===== src/rtl/sram_ctrl_pkg.sv =====
// Package: shared phase encoding and the clock-count conversion.
// Assumes all timing values are non-negative picosecond integers.
package sram_ctrl_pkg;

    typedef enum logic [2:0] {
        PH_IDLE,
        PH_ADDR,
        PH_WPULSE,
        PH_WHOLD,
        PH_READ,
        PH_TURN
    } phase_e;

    // Whole clocks covering t_ps, never fewer than one.
    function automatic int clocks_for(input int t_ps, input int period_ps);
        int n;
        n = (t_ps + period_ps - 1) / period_ps;
        return (n < 1) ? 1 : n;
    endfunction

    function automatic int max3(input int a, input int b, input int c);
        int m;
        m = (a > b) ? a : b;
        return (m > c) ? m : c;
    endfunction

endpackage


===== src/rtl/sram_phase_timer.sv =====
// Module: down-counter that measures one phase.
// Loading LEN makes 'last' rise LEN-1 cycles later; LEN is at least 1.
module sram_phase_timer #(
    parameter int CNT_W = 8
) (
    input  logic             clk,
    input  logic             rst_n,
    input  logic             load,
    input  logic [CNT_W-1:0] len,
    output logic             last
);
    logic [CNT_W-1:0] cnt_q;

    // Reload on a phase start, otherwise count down to zero.
    always_ff @(posedge clk) begin
        if (!rst_n)
            cnt_q <= '0;
        else if (load)
            cnt_q <= len - 1'b1;
        else if (cnt_q != '0)
            cnt_q <= cnt_q - 1'b1;
    end

    assign last = (cnt_q == '0);
endmodule


===== src/rtl/sram_lane_capture.sv =====
// Module: per-lane read data register with masking.
// Assumes 'capture' and 'clear' are never high together.
module sram_lane_capture #(
    parameter int DATA_W = 16,
    parameter int LANES  = DATA_W / 8
) (
    input  logic              clk,
    input  logic              rst_n,
    input  logic              capture,
    input  logic              clear,
    input  logic [LANES-1:0]  lane_en,
    input  logic [DATA_W-1:0] dq_in,
    output logic [DATA_W-1:0] rdata
);
    for (genvar g = 0; g < LANES; g++) begin : g_lane
        // Hold, load masked byte, or zero this lane.
        always_ff @(posedge clk) begin
            if (!rst_n || clear)
                rdata[g*8 +: 8] <= '0;
            else if (capture)
                rdata[g*8 +: 8] <= lane_en[g] ? dq_in[g*8 +: 8] : 8'h00;
        end
    end
endmodule


===== src/rtl/sram_async_ctrl.sv =====
// Module: request-to-pin sequencer for an asynchronous static RAM.
// Each request walks through address setup, an active phase (write pulse
// or read), then a trailing phase with all strobes high (write hold or bus
// release). Phase lengths are rounded up from picosecond parameters.
// Assumes mem_dq_in is stable by the last read-phase clock.
module sram_async_ctrl #(
    parameter int ADDR_W            = 19,
    parameter int DATA_W            = 16,
    parameter int CNT_W             = 8,
    parameter int CLK_PERIOD_PS     = 20000,
    parameter int T_ADDR_SETUP_PS   = 0,
    parameter int T_WE_PULSE_PS     = 8000,
    parameter int T_DATA_SETUP_PS   = 6000,
    parameter int T_WR_HOLD_PS      = 0,
    parameter int T_WR_CYCLE_PS     = 10000,
    parameter int T_ADDR_ACCESS_PS  = 10000,
    parameter int T_OE_ACCESS_PS    = 4500,
    parameter int T_RD_CYCLE_PS     = 10000,
    parameter int T_OE_RELEASE_PS   = 4000,
    localparam int LANES            = DATA_W / 8
) (
    input  logic              clk,
    input  logic              rst_n,
    input  logic              req_valid,
    output logic              req_ready,
    input  logic [ADDR_W-1:0] req_addr,
    input  logic [DATA_W-1:0] req_wdata,
    input  logic              req_write,
    input  logic [LANES-1:0]  req_be,
    output logic              rsp_valid,
    output logic [DATA_W-1:0] rsp_rdata,
    output logic [ADDR_W-1:0] mem_addr,
    output logic              mem_ce_n,
    output logic              mem_we_n,
    output logic              mem_oe_n,
    output logic [LANES-1:0]  mem_bsel_n,
    output logic [DATA_W-1:0] mem_dq_out,
    output logic              mem_dq_oe,
    input  logic [DATA_W-1:0] mem_dq_in
);
    import sram_ctrl_pkg::*;

    localparam int N_AS  = clocks_for(T_ADDR_SETUP_PS, CLK_PERIOD_PS);
    localparam int N_WH  = clocks_for(T_WR_HOLD_PS, CLK_PERIOD_PS);
    localparam int N_WP  = max3(clocks_for(T_WE_PULSE_PS, CLK_PERIOD_PS),
                                clocks_for(T_DATA_SETUP_PS, CLK_PERIOD_PS),
                                clocks_for(T_WR_CYCLE_PS, CLK_PERIOD_PS) - N_AS - N_WH);
    localparam int N_RD  = max3(clocks_for(T_ADDR_ACCESS_PS, CLK_PERIOD_PS),
                                clocks_for(T_OE_ACCESS_PS, CLK_PERIOD_PS),
                                clocks_for(T_RD_CYCLE_PS, CLK_PERIOD_PS) - N_AS);
    localparam int N_REL = clocks_for(T_OE_RELEASE_PS, CLK_PERIOD_PS);

    phase_e            phase_q;
    logic              write_q;
    logic [LANES-1:0]  be_q;
    logic [DATA_W-1:0] wdata_q;
    logic              load;
    logic [CNT_W-1:0]  len;
    logic              last;
    logic              accept;
    logic              null_req;
    logic              active;

    assign accept   = req_valid && (phase_q == PH_IDLE);
    assign null_req = (req_be == '0);

    // Choose which phase length to load when a phase begins.
    always_comb begin
        load = 1'b0;
        len  = CNT_W'(1);
        unique case (phase_q)
            PH_IDLE:   begin load = accept && !null_req; len = CNT_W'(N_AS); end
            PH_ADDR:   begin load = last; len = write_q ? CNT_W'(N_WP) : CNT_W'(N_RD); end
            PH_WPULSE: begin load = last; len = CNT_W'(N_WH); end
            PH_READ:   begin load = last; len = CNT_W'(N_REL); end
            default:   begin load = 1'b0; len = CNT_W'(1); end
        endcase
    end

    sram_phase_timer #(.CNT_W(CNT_W)) i_timer (
        .clk   (clk),
        .rst_n (rst_n),
        .load  (load),
        .len   (len),
        .last  (last)
    );

    // Phase sequencing and request latching.
    always_ff @(posedge clk) begin
        if (!rst_n) begin
            phase_q  <= PH_IDLE;
            write_q  <= 1'b0;
            be_q     <= '0;
            wdata_q  <= '0;
            mem_addr <= '0;
        end else begin
            unique case (phase_q)
                PH_IDLE: if (accept && !null_req) begin
                    phase_q  <= PH_ADDR;
                    write_q  <= req_write;
                    be_q     <= req_be;
                    wdata_q  <= req_wdata;
                    mem_addr <= req_addr;
                end
                PH_ADDR:   if (last) phase_q <= write_q ? PH_WPULSE : PH_READ;
                PH_WPULSE: if (last) phase_q <= PH_WHOLD;
                PH_WHOLD:  if (last) phase_q <= PH_IDLE;
                PH_READ:   if (last) phase_q <= PH_TURN;
                PH_TURN:   if (last) phase_q <= PH_IDLE;
                default:   phase_q <= PH_IDLE;
            endcase
        end
    end

    // One-cycle response strobe after a real or empty read.
    always_ff @(posedge clk) begin
        if (!rst_n)
            rsp_valid <= 1'b0;
        else
            rsp_valid <= ((phase_q == PH_READ) && last)
                       || (accept && null_req && !req_write);
    end

    sram_lane_capture #(.DATA_W(DATA_W)) i_capture (
        .clk     (clk),
        .rst_n   (rst_n),
        .capture ((phase_q == PH_READ) && last),
        .clear   (accept && null_req && !req_write),
        .lane_en (be_q),
        .dq_in   (mem_dq_in),
        .rdata   (rsp_rdata)
    );

    // Pin decode from the registered phase.
    assign active     = (phase_q == PH_WPULSE) || (phase_q == PH_READ);
    assign req_ready  = (phase_q == PH_IDLE);
    assign mem_ce_n   = !active;
    assign mem_we_n   = (phase_q != PH_WPULSE);
    assign mem_oe_n   = (phase_q != PH_READ);
    assign mem_bsel_n = active ? ~be_q : {LANES{1'b1}};
    assign mem_dq_oe  = (phase_q == PH_WPULSE) || (phase_q == PH_WHOLD);
    assign mem_dq_out = wdata_q;
endmodule


===== config.mk =====
export PLATFORM = sky130hd
export DESIGN_NAME = sram_async_ctrl
export DESIGN_NICKNAME = d
export VERILOG_FILES = /design/src/rtl/sram_ctrl_pkg.sv /design/src/rtl/sram_phase_timer.sv /design/src/rtl/sram_lane_capture.sv /design/src/rtl/sram_async_ctrl.sv
export SDC_FILE = /design/constraint.sdc
export NUM_CORES = 1
export LEC_CHECK = 0
export BUFFER_PORTS_ARGS = -buffer_cell sky130_fd_sc_hd__buf_4
export CORE_ASPECT_RATIO = 1.5
export CORE_MARGIN = 10
export CORE_UTILIZATION = 25
export DETAILED_ROUTE_END_ITERATION = 6
export REMOVE_ABC_BUFFERS = 1
export SETUP_SLACK_MARGIN = 0.05
export SYNTH_ARGS = -nofsm -noshare
export SYNTH_HDL_FRONTEND = slang
export SYNTH_SLANG_ARGS = --single-unit

===== constraint.sdc =====
create_clock -name clk -period 2.3 [get_ports clk]
set_input_delay 0.575 -clock clk [delete_from_list [all_inputs] [get_ports clk]]
set_output_delay 0.575 -clock clk [all_outputs]
set_load 0.005 [all_outputs]

Yosys cells after proc, flatten, opt, wreduce, memory -nomap -nowiden --
Cells that the tools add are included.
Operators by class: add/sub/neg operators 1, multiply operators 0, divide/modulo/power cells 0, $lt $le $gt $ge 0, equality and inequality tests 12, shift-type cells 0, mux-type cells 11, bitwise gates (word level) 2, reduce and logical (&&, ||, !) cells 22
Operator list (number):
- 2-to-1 mux 3 bit | 6
- 2-to-1 mux 8 bit | 2
- case mux 3 bit (5 select lines) | 1
- logical NOT 8 bit | 1
- nonzero test 8 bit | 1
- subtractor 8 x 1 -> 8 bit (second input constant) | 1
- == test 3 x 2 -> 1 bit (second input constant) | 2
- == test 3 bit (second input constant) | 2
- inequality test 2 bit (second input constant) | 3
- logical AND 1 bit | 5
- AND reduction 5 bit | 1
- logical NOT 1 bit | 4
- logical OR 1 bit | 4
- inequality test 2 x 1 -> 1 bit (second input constant) | 2
- OR reduction 2 bit | 2
- == test 3 x 1 -> 1 bit (second input constant) | 1
- logical NOT 3 bit | 1
- inequality test 3 x 2 -> 1 bit (second input constant) | 1
- inequality test 3 bit (second input constant) | 1
- OR reduction 3 bit | 1
- logical NOT 2 bit | 1
- 2-to-1 mux 2 bit | 1
- NOT 2 bit | 1
- case mux 1 bit (2 select lines) | 1
- 2 further kinds | 2
Word-level totals: flip-flop bits (word level) 66, latch bits 0, memory bits (writable) 0, ROM bits 0, output and inout bits 59, memories kept 0

Longest topological paths before layout --
Gate-level depths: netlist of the first run.
word-level depth 5, mapped depth 8

Hierarchy --
Synthesis of the first run repeated with hierarchy kept, for this count alone.
Unflattened totals: cell total of the unflattened synthesis 350, area total of the unflattened synthesis 3090.5 µm²
By module, submodules not included:
- sram_async_ctrl | times used 1, cells an instance 224, area each 1896.8 µm², sequential area each 840.8 µm²
- sram_lane_capture | times used 1, cells an instance 72, area each 696.9 µm², sequential area each 320.3 µm²
- sram_phase_timer | times used 1, cells an instance 54, area each 496.7 µm², sequential area each 160.2 µm²

Worst setup path after synthesis of the first run --
OpenSTA, ideal clock, no wires.
kind reg2reg, start register i_timer.cnt_q[0], end register phase_q[0], library setup time 0.086 ns, data arrival time 1.577 ns, setup slack 0.638 ns, stages on the path, launching flop included 7, clock period less this slack 1.662 ns, path through dfxtp_1 -> inv_1 -> ha_1 -> or4b_2 -> o221ai_1 -> nand3_1 -> a211oi_1
Between the ends: longest elaborated chain between the ends 3, elaborated cells between the ends (all ways) 6
RTL lines:
- start: declaration | line sram_phase_timer.sv:12 | logic [CNT_W-1:0] cnt_q;
- start signal: assignment | line sram_phase_timer.sv:19 | cnt_q <= len - 1'b1;
- start signal: assignment | line sram_phase_timer.sv:21 | cnt_q <= cnt_q - 1'b1;
- logical NOT 8 bit * | line sram_phase_timer.sv:24 | assign last = (cnt_q == '0);
- inequality test 2 bit (no line) / inequality test 2 x 1 -> 1 bit (equally long branches)
- AND reduction 5 bit (no line) *
- end signal: assignment | line sram_async_ctrl.sv:105 | PH_ADDR: if (last) phase_q <= write_q ? PH_WPULSE : PH_READ;
- end: declaration | line sram_async_ctrl.sv:53 | phase_e phase_q;
Every way passes the cells marked *; elsewhere a longest branch is shown, timed or not. A chain may end at the register's enable or synchronous reset.

Final worst setup path of the first run --
start register phase_q[1], end output mem_bsel_n[0]
Between the ends: longest elaborated chain between the ends 3, elaborated cells between the ends (all ways) 4
RTL lines:
- == test 3 x 2 -> 1 bit / == test 3 bit (equally long branches) | line sram_async_ctrl.sv:135 | assign active = (phase_q == PH_WPULSE) || (phase_q == PH_READ);
- logical OR 1 bit * | line sram_async_ctrl.sv:135
- 2-to-1 mux 2 bit * | line sram_async_ctrl.sv:140 | assign mem_bsel_n = active ? ~be_q : {LANES{1'b1}};
- end: declaration | line sram_async_ctrl.sv:36 | output logic [LANES-1:0] mem_bsel_n,
Marks and branches as above.

==> results of run 1 <==
-- logic make-up after synthesis --
| family | count (synthesis) | synth area share, % |
|---|---|---|
| flip-flops | 66 | 47.7 |
| adder cells (fa/ha/maj) | 1 | 0.452 |
| buffers and inverters | 26 | 5.10 |
| AND/OR/NAND/NOR | 170 | 28.1 |
| XOR/XNOR | 6 | 1.90 |
| AO/OA/AOI/OAI | 66 | 16.0 |
| multiplexers | 2 | 0.723 |
-- sequential cells by signal (all words and copies together) (netlist names) --
name and count:
mem_addr 19, i_capture.rdata 16, mem_dq_out 16, write_q 1, be_q 2, phase_q 3
rsp_valid 1, i_timer.cnt_q 8
-- worst min-delay path by stage --
stage | start | end | depth (start not counted)
6_report | i_capture.rdata[11] | i_capture.rdata[11] | 2
3_5_place_dp | i_capture.rdata[11] | i_capture.rdata[11] | 2
3_3_place_gp | i_capture.rdata[9] | i_capture.rdata[9] | 2
5_1_grt | i_capture.rdata[8] | i_capture.rdata[8] | 2
4_1_cts | i_capture.rdata[11] | i_capture.rdata[11] | 2
2_1_floorplan | i_capture.rdata[10] | i_capture.rdata[10] | 2
-- through the flow --
| stage | worst slack (ns) | cell area (um^2) | cells | power, mW | util [%] |
|---|---|---|---|---|---|
| after global routing | 0.0774 | 4010 | 595 | 4.33 | 36.6 |
| after floorplan | 0.368 | 2640 | 315 | 2.27 | - |
| after global placement | 0.494 | 3730 | 580 | 2.79 | 34.1 |
| final | 0.269 | 4010 | 595 | 4.03 | 36.6 |
| after detailed placement | 0.435 | 3730 | 580 | 2.82 | 34.1 |
| after CTS | 0.234 | 4010 | 595 | 4.10 | 36.6 |
-- worst max-delay path: stages, from the launching register on --
cell	delay, ns
dfxtp_1	0.61
xnor2_1	0.11
nor2_1	0.19
nand2_1	0.08
buf_4	0.15
-- area by class of cell --
cell class,count,share of cell area [%]
multi-input combinational,245,32.8
clock inverter,2,0.312
timing repair buffer,118,22.4
sequential,66,33.0
inverter,4,0.375
tap,147,4.59
clock buffer,13,6.49
-- synthesized netlist by cell type, drive strengths merged --
cell / instances
nand2: 120
dfxtp: 66
a21boi: 39
a21oi: 20
or2: 16
buf: 12
nor2: 12
clkbuf: 10
nand3: 5
inv: 4
o21ai: 3
xnor2: 3
xor2: 3
and2: 2
mux2i: 2
nand2b: 2
nor3: 2
nor3b: 2
nor4: 2
or4: 2
a211oi: 1
ha: 1
nand4: 1
nor2b: 1
nor4b: 1
o21a: 1
o221ai: 1
o31ai: 1
or3b: 1
or4b: 1
-- where the power goes --
part	switching (mW)	leakage [nW]	total, mW	internal, mW
clock	0.466	0.132	1.25	0.780
sequential	0.198	0.539	1.52	1.33
combinational	0.656	0.990	1.26	0.600
total	1.32	1.66	4.03	2.71
-- layer usage --
metal	track usage (%)	vias up	wire length, um
li1	-	1308	-
met3	4.97	10	776
met1	10.3	1173	3100
met5	0	-	0
met2	17.8	86	3950
met4	3.94	0	122
==> results.sh, run 1 <==
export IMPL_clkSlewWorstSetupHoldPaths_ns=0.05
export IMPL_post_dp_hpwl_um=6040
export IMPL_grt_util_all_layers_pct=10.2
export IMPL_synth_top_area_cell="dfxtp_1"
export IMPL_clock_sink_count=66
export IMPL_slew_viol_final=0
export IMPL_critPathMaxFanout=13
export IMPL_reg2reg_to="i_capture.rdata[10]"
export IMPL_initial_core_util_pct=25.3
export IMPL_rows=47
export IMPL_syn_avg_cell_area_um2=8.22
export IMPL_grt_max_degree=46
export IMPL_worstPathArrival_ns=1.46
export IMPL_cts_buffer_depth=2
export IMPL_nFillCells=1174
export IMPL_power_density_mw_per_mm2=1000
export IMPL_max_cap_violations=0
export IMPL_irDropWorstVdd_mv=0.476
export IMPL_crit_path_end_kind="primary output"
export IMPL_finalHoldViolCount=0
export IMPL_core_area_mm2=0.0109
export IMPL_count_of_different_cell_masters_after_synthesis=38
export IMPL_drt_vias_per_instance=4.33
export IMPL_outcome="finished clean"
export IMPL_mostFrequentLayoutCell="nand2_1"
export IMPL_final_min_period_over_clock_period_pct=88.3
export IMPL_final_nets=502
export IMPL_syn2layout_area_growth_pct=44.7
export IMPL_antenna_violations_before_repair=0
export IMPL_number_of_global_route_vias_before_repair=2701
export IMPL_setup_repair_after_global_routing_missed_its_margin="no"
export IMPL_required_time_at_the_worst_slack_endpoint_ns=1.73
export IMPL_syn_instance_count=337
export IMPL_post_synth_top_area_share_pct=47.7
export IMPL_yosys_register_bits=66
export IMPL_firstDrtPassIters=4
export IMPL_totalNegativeSetupSlack_ns=0
export IMPL_area_used_by_multi_input_combinational_logic_mm2=0.00132
export IMPL_insertion_delay_ns=0.32
export IMPL_worst_hold_slack_ns=0.453
export IMPL_cellLeakagePower_nw=1.66
export IMPL_area_sequential_mm2=0.00132
export IMPL_cell_at_the_root_of_the_clock_tree="clkbuf_16"
export IMPL_post_synth_instance_area_mm2=0.00277
export IMPL_crit_path_class="reg -> out"
export IMPL_die_width_um=106
export IMPL_vias=2577
export IMPL_yosys_warnings=0
export IMPL_grt_overflow_total=0
export IMPL_layout_cells_most_common_list="120 x nand2_1, 117 x buf_4, 65 x dfxtp_1"
export IMPL_count_of_input_and_output_buffers=115
export IMPL_period_minus_slack_ns=2.03
export IMPL_gpl_final_weighted_congestion=0.751
export IMPL_critical_path_reg2reg_startpoint="i_timer.cnt_q[0]"
export IMPL_avgRoutedWirePerCell_um=13.3
export IMPL_postRouteWirelength_um=7940
export IMPL_worstHoldPathType="reg -> reg"
export IMPL_tritoncts_num_buffers=9
export IMPL_worstRegToRegCells=7
export IMPL_timing_fmax_ghz=0.492
export IMPL_tightest_slew_ns=0.551
export IMPL_clock_skew_final_ns=0.00151
export IMPL_synth_top_cells_by_area="dfxtp_1 48%, nand2_1 16%, a21boi_0 11%"
export IMPL_endpoint="mem_bsel_n[0]"
export IMPL_antenna_cells=0
export IMPL_route_antenna_remaining_nets=0
export IMPL_grt_pass1_wl_um=13300
export IMPL_max_slew_margin_pct=63.2
export IMPL_synth_seq_area_share_pct=47.7
export IMPL_startpoint="phase_q[1]"
export IMPL_cts_tree="yes"
export IMPL_postCtsSetupBuffers=0
export IMPL_drcViolationCount=0
export IMPL_total_of_cells_resized_after_clock_tree_synthesis=0
export IMPL_htreeDepth=3
export IMPL_setup_viol=0
export IMPL_floorplan_die_height_um=149
export IMPL_crit_path_start_kind="register"
export IMPL_final_layout_size_suffix_gt1_share_pct=31.7
export IMPL_dr_iter_0_viols=61
export IMPL_floorplan_die_area_mm2=0.0158
export IMPL_cts_hold_fix_buffers=0
export IMPL_timing_reg2reg_setup_slack_ns=0.41
export IMPL_design_portCount=116
(Power assumes the default switching activity.)
==> inputs of run 2 (changes only) <==
--- a/config.mk
+++ b/config.mk
@@ -6,10 +6,13 @@
 export NUM_CORES = 1
 export LEC_CHECK = 0
 export BUFFER_PORTS_ARGS = -buffer_cell sky130_fd_sc_hd__buf_4
+export CELL_PAD_IN_SITES_DETAIL_PLACEMENT = 1
+export CELL_PAD_IN_SITES_GLOBAL_PLACEMENT = 2
 export CORE_ASPECT_RATIO = 1.5
 export CORE_MARGIN = 10
 export CORE_UTILIZATION = 25
 export DETAILED_ROUTE_END_ITERATION = 6
+export PLACE_DENSITY_LB_ADDON = 0.1
 export REMOVE_ABC_BUFFERS = 1
 export SETUP_SLACK_MARGIN = 0.05
 export SYNTH_ARGS = -nofsm -noshare
==> run 2 against run 1 <==
Register-to-register slack worse by 0.12 ns. Combinational power about the same. Utilization up 0.58 points. Maximum frequency down 3.2%. Non-clock buffer count up 2. Routed wire length up 11%. Die area unchanged. Final cell count up 0.50%.
==> results.sh, run 2 (synthesis gave the netlist of run 1 again) <==
export IMPL_layout_cells_most_common_list="120 x nand2_1, 118 x buf_4, 66 x dfxtp_1"
export IMPL_crit_path_class="reg -> out"
export IMPL_core_area_mm2=0.0109
export IMPL_drcViolationCount=0
export IMPL_cellLeakagePower_nw=1.70
export IMPL_firstDrtPassIters=3
export IMPL_largest_register="mem_addr"
export IMPL_tritoncts_num_buffers=9
export IMPL_floorplan_die_height_um=149
export IMPL_post_dp_hpwl_um=6540
export IMPL_slowest_stage="dfxtp_1"
export IMPL_avgRoutedWirePerCell_um=14.7
export IMPL_gpl_final_weighted_congestion=0.723
export IMPL_irDropWorstVdd_mv=0.428
export IMPL_numPlacedInstances=582
export IMPL_layout_core_utilization_pct=37.2
export IMPL_grt_use_met2_pct=19.4
export IMPL_route_antenna_remaining_nets=0
export IMPL_crit_path_start_kind="register"
export IMPL_largest_register_ffs=19
export IMPL_antenna_cells=0
export IMPL_clock_sink_count=66
export IMPL_tightest_slew_ns=0.723
export IMPL_grt_util_all_layers_pct=11.5
export IMPL_required_time_at_the_worst_slack_endpoint_ns=1.73
export IMPL_timing_fmax_ghz=0.477
export IMPL_floorplan_die_area_mm2=0.0158
export IMPL_htreeDepth=3
export IMPL_insertion_delay_ns=0.33
export IMPL_design_portCount=116
export IMPL_post_dp_cell_area_mm2=0.00375
export IMPL_use_met1_pct=11.6
export IMPL_crit_family="flip-flops"
export IMPL_final_nets=504
export IMPL_outcome="finished clean"
export IMPL_postCtsSetupBuffers=0
export IMPL_cts_tree="yes"
export IMPL_max_slew_margin_pct=51.8
export IMPL_fin_total_pwr_mw=4.24
export IMPL_grt_max_degree=37
export IMPL_cts_hold_fix_buffers=0
export IMPL_syn2layout_area_growth_pct=47.0
export IMPL_initial_core_util_pct=25.3
export IMPL_critPathMaxFanout=12
export IMPL_final_min_period_over_clock_period_pct=91.2
export IMPL_cp_slowest_stage_delay_ns=0.61
export IMPL_total_of_cells_resized_after_clock_tree_synthesis=0
export IMPL_path_cells="xnor2_1 -> nor2_1 -> nand2_1 -> buf_4"
export IMPL_die_width_um=106
export IMPL_final_layout_size_suffix_gt1_share_pct=31.9
export IMPL_worstPathArrival_ns=1.52
export IMPL_rows=47
export IMPL_postRouteWirelength_um=8790
export IMPL_crit_path_end_kind="primary output"
export IMPL_slew_viol_final=0
export IMPL_max_cap_violations=0
export IMPL_number_of_global_route_vias_before_repair=2839
export IMPL_clkSlewWorstSetupHoldPaths_ns=0.05
export IMPL_power_density_mw_per_mm2=1040
export IMPL_finalHoldViolCount=0
export IMPL_mostFrequentLayoutCell="nand2_1"
export IMPL_crit_buf_inv=1
export IMPL_grt_pass1_wl_um=14500
export IMPL_grt_overflow_total=0
export IMPL_setup_viol=0
export IMPL_cell_at_the_root_of_the_clock_tree="clkbuf_16"
export IMPL_worstHoldPathType="reg -> reg"
export IMPL_cts_buffer_depth=2
export IMPL_dr_iter_0_viols=56
export IMPL_vias=2618
export IMPL_groute_layer_met3_usage_pct=5.71
export IMPL_clock_skew_final_ns=0.00655
export IMPL_totalNegativeSetupSlack_ns=0
export IMPL_design_area_mm2=0.00407
export IMPL_globalRoute_busiestLayer="met2"
export IMPL_fin_cells=598
export IMPL_count_of_input_and_output_buffers=115
export IMPL_period_minus_slack_ns=2.10
export IMPL_antenna_violations_before_repair=0
export IMPL_setup_repair_after_global_routing_missed_its_margin="no"
export IMPL_drt_vias_per_instance=4.38
## run 2: stage by stage
stage / hold slack [ns] / setup WS [ns]
after global placement: 0.441 / 0.314
after global routing: 0.479 / 0.0595
after CTS: 0.455 / 0.180
after floorplan: 0.448 / 0.368
final: 0.451 / 0.202
after detailed placement: 0.448 / 0.315
## run 2: path summary, 6_finish.rpt
kind / from / to / slack, ns / depth (start not counted)
max: phase_q[2] / mem_bsel_n[0] / 0.20 / 4
min: i_capture.rdata[11] / i_capture.rdata[11] / 0.45 / 2
max reg2reg: i_timer.cnt_q[0] / i_capture.rdata[10] / 0.29 / 7
min reg2reg: i_capture.rdata[11] / i_capture.rdata[11] / 0.45 / 2
## run 2: worst reg2reg max path: cells and delay by family (launching register included)
kind            cells  cell delay, ns
simple gates        3            0.79
buf+inv             2            0.35
fa+ha+maj           1            0.28
compound gates      1            0.13
flops               1            0.36
## run 2: power by group
| group | switching [mW] | internal (mW) | total [mW] |
|---|---|---|---|
| Clock | 0.482 | 0.959 | 1.44 |
| Combinational | 0.655 | 0.612 | 1.27 |
| Sequential | 0.207 | 1.32 | 1.53 |
## run 2: metal layers
metal / up-vias / routed length, um
li1: 1311 / -
met1: 1218 / 3540
met2: 79 / 4260
met3: 10 / 826
met4: 0 / 167
met5: - / 0
## run 2: layout make-up
cell class              count  area [um^2]
fillers                  1342         6870
inverters                   4         15.0
repair buffers            120          926
multi-input cells         245         1310
clock buffers              15          288
well taps                 147          184
flip-flops and latches     66         1320
clock inverters             1         30.0
